### src/rtl/lic_pkg.sv
package lic_pkg;

    // mode encoding is {enable, extended}
    typedef enum logic [1:0] {
        MODE_OFF = 2'b00,
        MODE_BAD = 2'b01,
        MODE_LEG = 2'b10,
        MODE_EXT = 2'b11
    } lic_mode_e;

    localparam int BIT_BSP  = 8;
    localparam int BIT_EXT  = 10;
    localparam int BIT_EN   = 11;
    localparam int PAGE_LSB = 12;

    localparam logic [7:0] IDX_ID  = 8'h02;
    localparam logic [7:0] IDX_VER = 8'h03;
    localparam logic [7:0] IDX_TPR = 8'h08;

    typedef struct packed {
        logic       tpr_wr;
        logic [3:0] tpr_val;
        logic       id_wr;
        logic [7:0] id_val;
        logic       fault;
    } lic_upd_t;

    function automatic lic_mode_e mode_of(input logic [63:0] v);
        return lic_mode_e'({v[BIT_EN], v[BIT_EXT]});
    endfunction

    // permitted moves between modes
    function automatic logic edge_ok(input lic_mode_e cur, input lic_mode_e nxt);
        case (nxt)
            MODE_OFF: return 1'b1;
            MODE_LEG: return cur != MODE_EXT;
            MODE_EXT: return cur == MODE_LEG || cur == MODE_EXT;
            default:  return 1'b0;
        endcase
    endfunction

    function automatic logic [31:0] reg_read(input logic [7:0] idx, input logic ext_fmt,
                                             input logic [7:0] id, input logic [3:0] prio,
                                             input logic [31:0] version);
        case (idx)
            IDX_ID:  return ext_fmt ? {24'h0, id} : {id, 24'h0};
            IDX_VER: return version;
            IDX_TPR: return {24'h0, prio, 4'h0};
            default: return 32'h0;
        endcase
    endfunction

endpackage

### src/rtl/lic_mode_reg.sv
module lic_mode_reg
    import lic_pkg::*;
#(
    parameter int          PA_W      = 36,
    parameter logic [63:0] RESET_VAL = 64'h0000_0000_FEE0_0900
) (
    input  logic        clk,
    input  logic        rst,
    input  logic        wr,
    input  logic [63:0] wdata,
    output logic [63:0] q,
    output logic        reject
);
    localparam logic [63:0] ADDR_MASK = (PA_W >= 64) ? '1 : ((64'd1 << PA_W) - 64'd1);
    localparam logic [63:0] RSVD_MASK = ~ADDR_MASK | 64'h0000_0000_0000_02FF;

    logic rsvd_hit;
    logic bad_edge;

    always_comb begin
        rsvd_hit = (wdata & RSVD_MASK) != 64'h0;
        bad_edge = !edge_ok(mode_of(q), mode_of(wdata));
        reject   = wr && (rsvd_hit || bad_edge);
    end

    always_ff @(posedge clk) begin
        if (rst)
            q <= RESET_VAL;
        else if (wr && !reject)
            q <= wdata;
    end
endmodule

### src/rtl/lic_prio_id.sv
module lic_prio_id #(
    parameter logic [7:0] ID_INIT = 8'h00
) (
    input  logic       clk,
    input  logic       rst,
    input  logic       core_wr,
    input  logic [3:0] core_val,
    input  logic       tpr_wr,
    input  logic [3:0] tpr_val,
    input  logic       id_wr,
    input  logic [7:0] id_val,
    output logic [3:0] prio,
    output logic [7:0] id
);
    always_ff @(posedge clk) begin
        if (rst) begin
            prio <= 4'h0;
            id   <= ID_INIT;
        end else begin
            if (core_wr)
                prio <= core_val;
            else if (tpr_wr)
                prio <= tpr_val;
            if (id_wr)
                id <= id_val;
        end
    end
endmodule

### src/rtl/lic_port_dec.sv
module lic_port_dec
    import lic_pkg::*;
#(
    parameter int          PA_W    = 36,
    parameter logic [31:0] VERSION = 32'h0005_0014
) (
    input  lic_mode_e        mode,
    input  logic [63:0]      base,
    input  logic             win_wr,
    input  logic [PA_W-1:0]  win_addr,
    input  logic [31:0]      win_wdata,
    input  logic             ext_wr,
    input  logic [7:0]       ext_idx,
    input  logic [31:0]      ext_wdata,
    input  logic [7:0]       id,
    input  logic [3:0]       prio,
    output logic [31:0]      win_rdata,
    output logic [31:0]      ext_rdata,
    output lic_upd_t         upd
);
    localparam int PAGE_W = PA_W - PAGE_LSB;

    logic [PAGE_W-1:0] page_req;
    logic [PAGE_W-1:0] page_cur;
    logic              win_live;
    logic              ext_live;
    logic [7:0]        win_idx;

    always_comb begin
        page_req  = win_addr[PA_W-1:PAGE_LSB];
        page_cur  = base[PA_W-1:PAGE_LSB];
        win_idx   = win_addr[11:4];
        win_live  = (mode == MODE_LEG) && (page_req == page_cur);
        ext_live  = (mode == MODE_EXT);

        win_rdata = win_live ? reg_read(win_idx, 1'b0, id, prio, VERSION) : 32'hFFFF_FFFF;
        ext_rdata = ext_live ? reg_read(ext_idx, 1'b1, id, prio, VERSION) : 32'h0;

        upd = '0;
        if (win_wr && win_live) begin
            if (win_idx == IDX_TPR) begin
                upd.tpr_wr  = 1'b1;
                upd.tpr_val = win_wdata[7:4];
            end
            if (win_idx == IDX_ID) begin
                upd.id_wr  = 1'b1;
                upd.id_val = win_wdata[31:24];
            end
        end
        if (ext_wr) begin
            if (!ext_live || ext_idx == IDX_ID) begin
                upd.fault = 1'b1;
            end else if (ext_idx == IDX_TPR) begin
                upd.tpr_wr  = 1'b1;
                upd.tpr_val = ext_wdata[7:4];
            end
        end
    end
endmodule

### src/rtl/lic_base_ctl.sv
module lic_base_ctl
    import lic_pkg::*;
#(
    parameter int          PA_W      = 36,
    parameter logic [63:0] RESET_VAL = 64'h0000_0000_FEE0_0900,
    parameter logic [7:0]  ID_INIT   = 8'h00,
    parameter logic [31:0] VERSION   = 32'h0005_0014
) (
    input  logic            clk,
    input  logic            rst,
    input  logic            cfg_wr,
    input  logic [63:0]     cfg_wdata,
    output logic [63:0]     cfg_rdata,
    output logic            cfg_fault,
    output logic            feat_present,
    input  logic            win_wr,
    input  logic [PA_W-1:0] win_addr,
    input  logic [31:0]     win_wdata,
    output logic [31:0]     win_rdata,
    input  logic            ext_wr,
    input  logic [7:0]      ext_idx,
    input  logic [31:0]     ext_wdata,
    output logic [31:0]     ext_rdata,
    input  logic            prio_wr,
    input  logic [3:0]      prio_wdata,
    output logic [3:0]      prio_q
);
    logic [63:0] word_q;
    logic        word_reject;
    lic_upd_t    upd;
    logic [7:0]  id_q;
    logic        fault_q;

    lic_mode_reg #(.PA_W(PA_W), .RESET_VAL(RESET_VAL)) u_mode (
        .clk    (clk),
        .rst    (rst),
        .wr     (cfg_wr),
        .wdata  (cfg_wdata),
        .q      (word_q),
        .reject (word_reject)
    );

    lic_port_dec #(.PA_W(PA_W), .VERSION(VERSION)) u_dec (
        .mode      (mode_of(word_q)),
        .base      (word_q),
        .win_wr    (win_wr),
        .win_addr  (win_addr),
        .win_wdata (win_wdata),
        .ext_wr    (ext_wr),
        .ext_idx   (ext_idx),
        .ext_wdata (ext_wdata),
        .id        (id_q),
        .prio      (prio_q),
        .win_rdata (win_rdata),
        .ext_rdata (ext_rdata),
        .upd       (upd)
    );

    lic_prio_id #(.ID_INIT(ID_INIT)) u_regs (
        .clk      (clk),
        .rst      (rst),
        .core_wr  (prio_wr),
        .core_val (prio_wdata),
        .tpr_wr   (upd.tpr_wr),
        .tpr_val  (upd.tpr_val),
        .id_wr    (upd.id_wr),
        .id_val   (upd.id_val),
        .prio     (prio_q),
        .id       (id_q)
    );

    always_ff @(posedge clk) begin
        if (rst)
            fault_q <= 1'b0;
        else
            fault_q <= word_reject | upd.fault;
    end

    assign cfg_rdata    = word_q;
    assign cfg_fault    = fault_q;
    assign feat_present = word_q[BIT_EN];
endmodule

### config.mk
export PLATFORM = sky130hd
export DESIGN_NAME = lic_base_ctl
export DESIGN_NICKNAME = d
export VERILOG_FILES = /design/src/rtl/lic_pkg.sv /design/src/rtl/lic_mode_reg.sv /design/src/rtl/lic_prio_id.sv /design/src/rtl/lic_port_dec.sv /design/src/rtl/lic_base_ctl.sv
export SDC_FILE = /design/constraint.sdc
export NUM_CORES = 1
export LEC_CHECK = 0
export ABC_AREA = 1
export ABC_CLOCK_PERIOD_IN_PS = 1800
export BUFFER_PORTS_ARGS = -buffer_cell sky130_fd_sc_hd__buf_4
export CORE_AREA = 2 2 122 124
export DETAILED_ROUTE_END_ITERATION = 10
export DIE_AREA = 0 0 124 126
export PLACE_DENSITY = 0.65
export SYNTH_ARGS = -nofsm -noshare
export SYNTH_HDL_FRONTEND = slang
export SYNTH_HIERARCHICAL = 1
export SYNTH_SLANG_ARGS = --single-unit
### constraint.sdc
create_clock -name clk -period 1.8 [get_ports clk]
set_input_delay 0.36 -clock clk [delete_from_list [all_inputs] [get_ports clk]]
set_output_delay 0.36 -clock clk [all_outputs]
set_load 0.01 [all_outputs]
==> flow_summary.toml, run 1 <==
[timing]
finalSetupTns_ns = -10.73
timing.final.ws_setup_ns = -0.316
period_share_pct = 118
timing.hold.ws_ns = 0.278
final_period_minus_worst_setup_slack_ns = 2.12
hold_violations = 0
max_freq_mhz = 472
clock_skew_ns = 0.00429
finalMaxSlewViolations = 0
setup_violations = 44
grt_setup_unrepaired = "true"

[clock_network]
tritoncts.num_buffers = 9
tritoncts = "done"
number_of_buffers_on_the_longest_clock_path = 2
insertion_delay_of_the_later_clocked_pin_in_the_worst_skew_pair_ns = 0.34
clk_transition_reported_paths_ns = 0.06
h-tree-depth = 3
clockRootBuffer = "sky130_fd_sc_hd__clkbuf_16"
cts_num_sinks = 77

[cells_and_area]
finalInstanceArea_um2 = 6860
antennaDiodeCount = 0
post_layout_nonfiller_instances = 1139
multi_input_comb_area_um2 = 2060
layout-area-overhead-vs-synth_pct = 58.5
fill_cells = 1474
layout_net_count = 1132
regArea_um2 = 1560
layout-drive-gt1-share_pct = 37.6

[critical_path]
worst_r2r_path_depth = 16
worst_path_most_repeated_cell = "sky130_fd_sc_hd__nand2_1"
worstSetupEndpointType = "output port"
worst_path_dominant_cell_family = "simple AND/OR/NAND/NOR gates"
crit_arrival_ns = 1.76
timing_worst_setup_path_type = "reg2out"
crit_path_max_fanout = 17
crit_slowest_cell = "sky130_fd_sc_hd__dfxtp_2"
crit_path_max_incr_delay_ns = 0.33
regToRegEndpoint = "u_regs/prio[0]"
critical_path.n_buffers_inverters = 4
path_cells = "inv_1, nand2_1, nand2_1, nor2_1, nand2_1, nor2_1, nand2_1, nor2_4, clkinvlp_4, buf_12, buf_4"
worst_r2r_startpoint = "u_mode/q[13]"
timing.critical_path.required_ns = 1.44
worst-r2r-setup-slack_ns = -0.14
setup.worst_path.start_class = "flip-flop"

[power_and_ir_drop]
vdd.ir_drop.worst_mv = 0.595
p_leak_nw = 3.65
powerDensity_nw_per_um2 = 595

[synth]
fraction_of_registers_with_async_set_reset_pct = 0
synth.yosys.warnings = 6
syn_area_um2 = 4330
synth-edff-count = 0
post_synth_inst_count = 696
synth-seq-area-share_pct = 35.6
ys_types = 29
yosys_most_used_dff = "sky130_fd_sc_hd__dfxtp_1"
yosys_register_bits = 77
syn_avg_cell_area_um2 = 6.22

[floorplan]
rows = 44
die_height_um = 126
io_pins = 316
die_area_um2 = 15600
floorplan.initialDensity_pct = 30.2
coreArea_um2 = 14300
fp.dieW_um = 124

[placed_design]
i_o_buffers = 241
dp_cells = 1120
post_dp_cell_area_um2 = 6380
globalplace.congestion = 0.830
detailedPlacementHpwl_um = 10100

[global_routing]
initial_antenna_violation_count = 0
pin_count_of_the_biggest_net_entering_global_routing = 57
grt_usage_pct = 16.8
grt_first_pass_wirelength_um = 20700
grt-ovfl-total = 0
first_global_vias = 4337

[status]
violations = "setup timing"
status = "complete, but fails checks"

[hold_path]
worstHoldPathType = "in2reg"
min_delay_path_depth = 3
hold_start = "cfg_wdata[30]"
hold_path_end = "u_mode/q[30]"

[drt]
drcViolationCount = 0
vias_per_cell = 4.18
routed_wirelength_um = 13300
drt-wirelength-per-cell_um = 11.6
drt-initial-drc-count = 224
drtAntennaViolNets = 0
routed-via-count = 4765
drtPass1Iterations = 4

[flow_run]
timing.max_cap.violations = 0
## where the power goes
group,leakage [nW],internal (mW),switching (mW)
clock network,0.156,1.21,0.720
registers,0.622,1.71,0.00626
logic,2.87,0.239,0.190
total,3.65,3.16,0.916
## Yosys cell counts (5+ instances only)
library cell / count / area, um^2
sky130_fd_sc_hd__buf_6: 5 / 56.3
sky130_fd_sc_hd__nor3_1: 5 / 25.0
sky130_fd_sc_hd__dfxtp_1: 77 / 1540
sky130_fd_sc_hd__nand2_1: 195 / 732
sky130_fd_sc_hd__o21ai_0: 8 / 40.0
sky130_fd_sc_hd__nand3_1: 33 / 165
sky130_fd_sc_hd__inv_1: 116 / 435
sky130_fd_sc_hd__clkbuf_1: 9 / 33.8
sky130_fd_sc_hd__buf_2: 6 / 30.0
sky130_fd_sc_hd__buf_4: 46 / 345
sky130_fd_sc_hd__o21ai_1: 7 / 35.0
sky130_fd_sc_hd__xnor2_1: 5 / 43.8
sky130_fd_sc_hd__nor2_1: 133 / 499
sky130_fd_sc_hd__nand4_1: 29 / 181
## sequential cells by signal, indices dropped and copies added (netlist names)
name	count
u_mode/q	64
cfg_fault	1
u_regs/id	8
u_regs/prio	4
## per-stage QoR
step,power (mW),utilization [%],worst slack [ns]
global route,4.27,47.9,-0.458
floorplan,1.94,-,-0.0183
CTS,4.14,47.3,-0.388
finish,4.08,47.9,-0.316
detailed placement,2.17,44.6,-0.235
global placement,2.17,44.6,-0.231
## cell usage in the layout (no fill, tap or decap), types with 2 or more instances in the layout
master / n
sky130_fd_sc_hd__a22oi_1: 2
sky130_fd_sc_hd__buf_12: 4
sky130_fd_sc_hd__buf_4: 277
sky130_fd_sc_hd__buf_6: 7
sky130_fd_sc_hd__bufinv_16: 2
sky130_fd_sc_hd__clkbuf_16: 9
sky130_fd_sc_hd__clkinv_2: 2
sky130_fd_sc_hd__clkinv_4: 2
sky130_fd_sc_hd__conb_1: 22
sky130_fd_sc_hd__dfxtp_1: 61
sky130_fd_sc_hd__dfxtp_2: 16
sky130_fd_sc_hd__inv_1: 108
sky130_fd_sc_hd__inv_2: 9
sky130_fd_sc_hd__nand2_1: 189
sky130_fd_sc_hd__nand2_2: 4
sky130_fd_sc_hd__nand3_1: 31
sky130_fd_sc_hd__nand3_4: 4
sky130_fd_sc_hd__nand4_1: 29
sky130_fd_sc_hd__nor2_1: 124
sky130_fd_sc_hd__nor2_2: 10
sky130_fd_sc_hd__nor2_4: 2
sky130_fd_sc_hd__nor3_1: 2
sky130_fd_sc_hd__nor3_2: 2
sky130_fd_sc_hd__o21ai_1: 14
sky130_fd_sc_hd__or2_2: 3
sky130_fd_sc_hd__xnor2_1: 5
## area by class of cell
type,instances,share of cell area [%]
multi-input combinational,454,30.0
sequential,77,22.8
inverter,120,6.66
tap,184,3.36
clock buffer,10,3.34
timing repair buffer,288,32.6
clock inverter,6,1.28
## metal layers
metal / track usage (%) / vias to the layer above / wire (um)
met5: 0 / - / 0
met4: 6.48 / 0 / 238
met3: 4.21 / 17 / 1090
met2: 26.8 / 162 / 6170
met1: 21.6 / 2060 / 5770
li1: - / 2526 / -
## repair_timing
item,in CTS,in global routing
resized for setup,23,27
setup buffers,2,1
pin swaps,1,10
setup endpoints to repair,51,52
hold buffers,0,0
## worst register-to-register path, cell delays in order, from the launching register on
cell and delay [ns]:
sky130_fd_sc_hd__dfxtp_2 0.34, sky130_fd_sc_hd__inv_2 0.04, sky130_fd_sc_hd__or2_2 0.27, sky130_fd_sc_hd__nand3_1 0.09, sky130_fd_sc_hd__nor2_1 0.05, sky130_fd_sc_hd__nand2_1 0.12
sky130_fd_sc_hd__nor2_4 0.07, sky130_fd_sc_hd__buf_12 0.14, sky130_fd_sc_hd__buf_4 0.13, sky130_fd_sc_hd__buf_6 0.11, sky130_fd_sc_hd__nand3_1 0.07, sky130_fd_sc_hd__nand2_2 0.09
sky130_fd_sc_hd__nor2_2 0.15, sky130_fd_sc_hd__nand2_1 0.07, sky130_fd_sc_hd__nand3_1 0.07, sky130_fd_sc_hd__nand2_1 0.05, sky130_fd_sc_hd__inv_1 0.05
## how the worst max path moves through the flow
stage	slack (ns)	endpoint	startpoint	depth (start not counted)
2_1_floorplan	-0.02	win_rdata[10]	u_mode/q[18]	8
3_3_place_gp	-0.23	win_rdata[1]	win_addr[16]	9
3_5_place_dp	-0.24	win_rdata[16]	win_addr[16]	9
4_1_cts	-0.39	win_rdata[13]	u_mode/q[14]	11
5_1_grt	-0.46	win_rdata[15]	u_mode/q[20]	9
6_report	-0.32	win_rdata[13]	u_mode/q[12]	11
## cells by family (layout without fill, tap and decap cells)
family | Yosys count | after routing | synth area share [%]
flip-flops | 77 | 77 | 35.6
other | 1 | 22 | 0.0867
AO/OA/AOI/OAI | 21 | 21 | 2.75
XOR/XNOR | 6 | 6 | 1.21
buffers and inverters | 186 | 424 | 21.2
AND/OR/NAND/NOR | 405 | 405 | 39.2
(Power assumes the default switching activity.)
==> inputs of run 2 (changes only) <==
- CORE_AREA: 2 2 122 124 -> 2 2 123 125
- DIE_AREA: 0 0 124 126 -> 0 0 125 127
- PLACE_DENSITY: 0.65 -> not set
- SYNTH_HIERARCHICAL: 1 -> not set
==> flow_summary.toml, run 2 <==
[drt]
drt-wirelength-per-cell_um = 12.8
vias_per_cell = 4.25
drtPass1Iterations = 4
routed_wirelength_um = 15400
drcViolationCount = 0
drtAntennaViolNets = 0
routed-via-count = 5136
drt-initial-drc-count = 161

[power_and_ir_drop]
power.share.sequential_pct = 41.2
power.share.switching_pct = 24.3
pwr-share-comb_pct = 12.1
internal_power_mw = 3.16
powerDensity_nw_per_um2 = 560
fin_total_pwr_mw = 4.17
vdd.ir_drop.worst_mv = 0.373
p_leak_nw = 3.98
power_frac_clock_pct = 46.7
switchingPower_mw = 1.02

[synth]
synth-adder-area-share_pct = 0
fraction_of_registers_with_async_set_reset_pct = 0
area_fraction_of_the_dominant_cell_type_after_synthesis_pct = 35.0
ys_types = 29
top_area_cells_in_the_synthesized_netlist = "sky130_fd_sc_hd__dfxtp_1, sky130_fd_sc_hd__nand2_1, sky130_fd_sc_hd__inv_1"
syn_avg_cell_area_um2 = 6.08
synth_compound_area_share_pct = 2.95
yosys_register_bits = 77
synthMostInstantiatedCell = "sky130_fd_sc_hd__nand2_1"
post_synth_inst_count = 724
synth.yosys.warnings = 0
synth_simple_gate_area_share_pct = 41.4
post_synth_xor_area_fraction_pct = 0.795
synth_top_family_by_area = "simple AND/OR/NAND/NOR gates"
syn_area_um2 = 4400
yosys-top-cells-count = "sky130_fd_sc_hd__nand2_1, sky130_fd_sc_hd__inv_1, sky130_fd_sc_hd__nor2_1, sky130_fd_sc_hd__dfxtp_1, sky130_fd_sc_hd__buf_4"
netlist.top_cell.by_area = "sky130_fd_sc_hd__dfxtp_1"
yosys_most_used_dff = "sky130_fd_sc_hd__dfxtp_1"
synth-edff-count = 0
synth-seq-area-share_pct = 35.0
multiplexer_fraction_of_the_synthesized_cell_area_pct = 0

[clock_network]
number_of_buffers_on_the_longest_clock_path = 2
h-tree-depth = 3
insertion_delay_of_the_later_clocked_pin_in_the_worst_skew_pair_ns = 0.34
clk_transition_reported_paths_ns = 0.06
clockRootBuffer = "sky130_fd_sc_hd__clkbuf_16"
cts_num_sinks = 77
tritoncts.num_buffers = 9
hold_buffers = 0
tritoncts = "done"

[floorplan]
coreArea_um2 = 14400
rows = 44
floorplan.initialDensity_pct = 30.5
io_pins = 316
die_area_um2 = 15900
fp.dieW_um = 125
die_height_um = 127

[timing]
hold_violations = 0
finalMaxSlewViolations = 0
timing.final.ws_setup_ns = -0.446
grt_setup_unrepaired = "true"
clock_skew_ns = 0.00714
period_share_pct = 125
finalSetupTns_ns = -12.94
setup_violations = 33
final_period_minus_worst_setup_slack_ns = 2.25
max_freq_mhz = 445

[critical_path]
worstSetupEndpointType = "output port"
timing.critical_path.required_ns = 1.44
crit_arrival_ns = 1.89
setup.worst_path.start_class = "flip-flop"
crit_path_max_fanout = 17
timing_worst_setup_path_type = "reg2out"

[global_routing]
pin_count_of_the_biggest_net_entering_global_routing = 48
first_global_vias = 4916
grt_first_pass_wirelength_um = 24300
grt_usage_pct = 19.1
grt-ovfl-total = 0
initial_antenna_violation_count = 0

[cells_and_area]
multi_input_comb_area_um2 = 2280
layout.cells.most_common = "sky130_fd_sc_hd__buf_4"
largest_reg_flops = 64
largest_register = "u_mode.q"
regArea_um2 = 1580
final_cell_mix = "sky130_fd_sc_hd__buf_4, sky130_fd_sc_hd__nand2_1, sky130_fd_sc_hd__inv_1, sky130_fd_sc_hd__nor2_1, sky130_fd_sc_hd__dfxtp_1"
layout_net_count = 1201
layout-area-overhead-vs-synth_pct = 69.3
layout-drive-gt1-share_pct = 42.8
fill_cells = 1483
post_layout_nonfiller_instances = 1208
reg_top3 = "u_mode.q: 64 flops, u_regs.id: 8 flops, u_regs.prio: 4 flops"
antennaDiodeCount = 0

[status]
status = "complete, but fails checks"
violations = "setup timing"

[placed_design]
dp_cells = 1176
detailedPlacementHpwl_um = 12100
pre_cts_slack_ns = -0.322
globalplace.congestion = 0.832
i_o_buffers = 241

[hold_path]
worstHoldPathType = "in2reg"

[flow_run]
timing.max_cap.violations = 0
[run 2: cell types whose count changed after synthesis, sizes merged, moves of 2 or more]
cell	previous run	this run
a21oi	1	13
o21ai	15	10
nor2	136	105
inv	119	115
nand2	195	244
a22oi	2	0
nor3	5	7
nor4	0	10
nand3	35	32
or2	4	0
nand4	29	33
[run 2: kinds of logic after synthesis]
kind of cell,after synthesis
simple gates,433
other cells,1
buf+inv,184
flops,77
compound gates,25
xor+xnor,4
[run 2: stage by stage]
stage	instance area [um^2]	utilization, %	hold slack, ns
3_3_place_gp	6750	46.8	0.427
6_report	7460	51.7	0.242
3_5_place_dp	6750	46.8	0.429
4_1_cts	7180	49.8	0.225
2_1_floorplan	4530	-	0.462
5_1_grt	7460	51.7	0.230
[run 2: final cells by class]
cell class                      count  area share (%)
Multi-Input combinational cell    485            30.6
Clock buffer                       11            3.41
Clock inverter                      5           0.889
Tap cell                          184            3.09
Timing Repair Buffer              330            35.0
Sequential cell                    77            21.1
Inverter                          116            5.89
[run 2: power by group through the flow]
stage / Sequential [mW] / Combinational, mW / Clock [mW]
floorplan: 1.76 / 0.203 / 0
global placement: 1.76 / 0.484 / 0
detailed placement: 1.76 / 0.488 / 0
CTS: 1.72 / 0.496 / 2.02
global route: 1.72 / 0.558 / 2.09
finish: 1.72 / 0.504 / 1.95
[run 2: repair_timing]
action	in CTS	in global routing
resized for setup	34	49
endpoints found under the setup margin	46	53
buffers inserted	4	12
pin swaps	6	7
gates cloned	0	1
[run 2: worst paths after layout]
path / from / endpoint / slack, ns / cells after the start
max reg2reg: u_mode.q[18] / u_regs.id[5] / 0 / 12
min reg2reg: u_mode.q[3] / u_mode.q[3] / 0.44 / 2
max: u_mode.q[18] / win_rdata[8] / -0.45 / 9
min: win_wdata[28] / u_regs.id[4] / 0.24 / 3
[run 2: layer usage]
metal	vias to the layer above	GRT usage [%]	share of wire, %
met3	17	5.99	7.0
met2	170	35.3	51
met1	2216	21.2	41
li1	2733	-	-
met5	-	0	0
met4	0	4.84	1.5
[run 2: critical path, stage by stage, from the launching register on]
cell,delay [ns]
sky130_fd_sc_hd__dfxtp_2,0.34
sky130_fd_sc_hd__xnor2_2,0.18
sky130_fd_sc_hd__nand2_1,0.10
sky130_fd_sc_hd__nor2_1,0.10
sky130_fd_sc_hd__nand3_1,0.12
sky130_fd_sc_hd__nor2_4,0.19
sky130_fd_sc_hd__buf_12,0.13
sky130_fd_sc_hd__clkinvlp_4,0.08
sky130_fd_sc_hd__buf_12,0.15
sky130_fd_sc_hd__buf_4,0.14
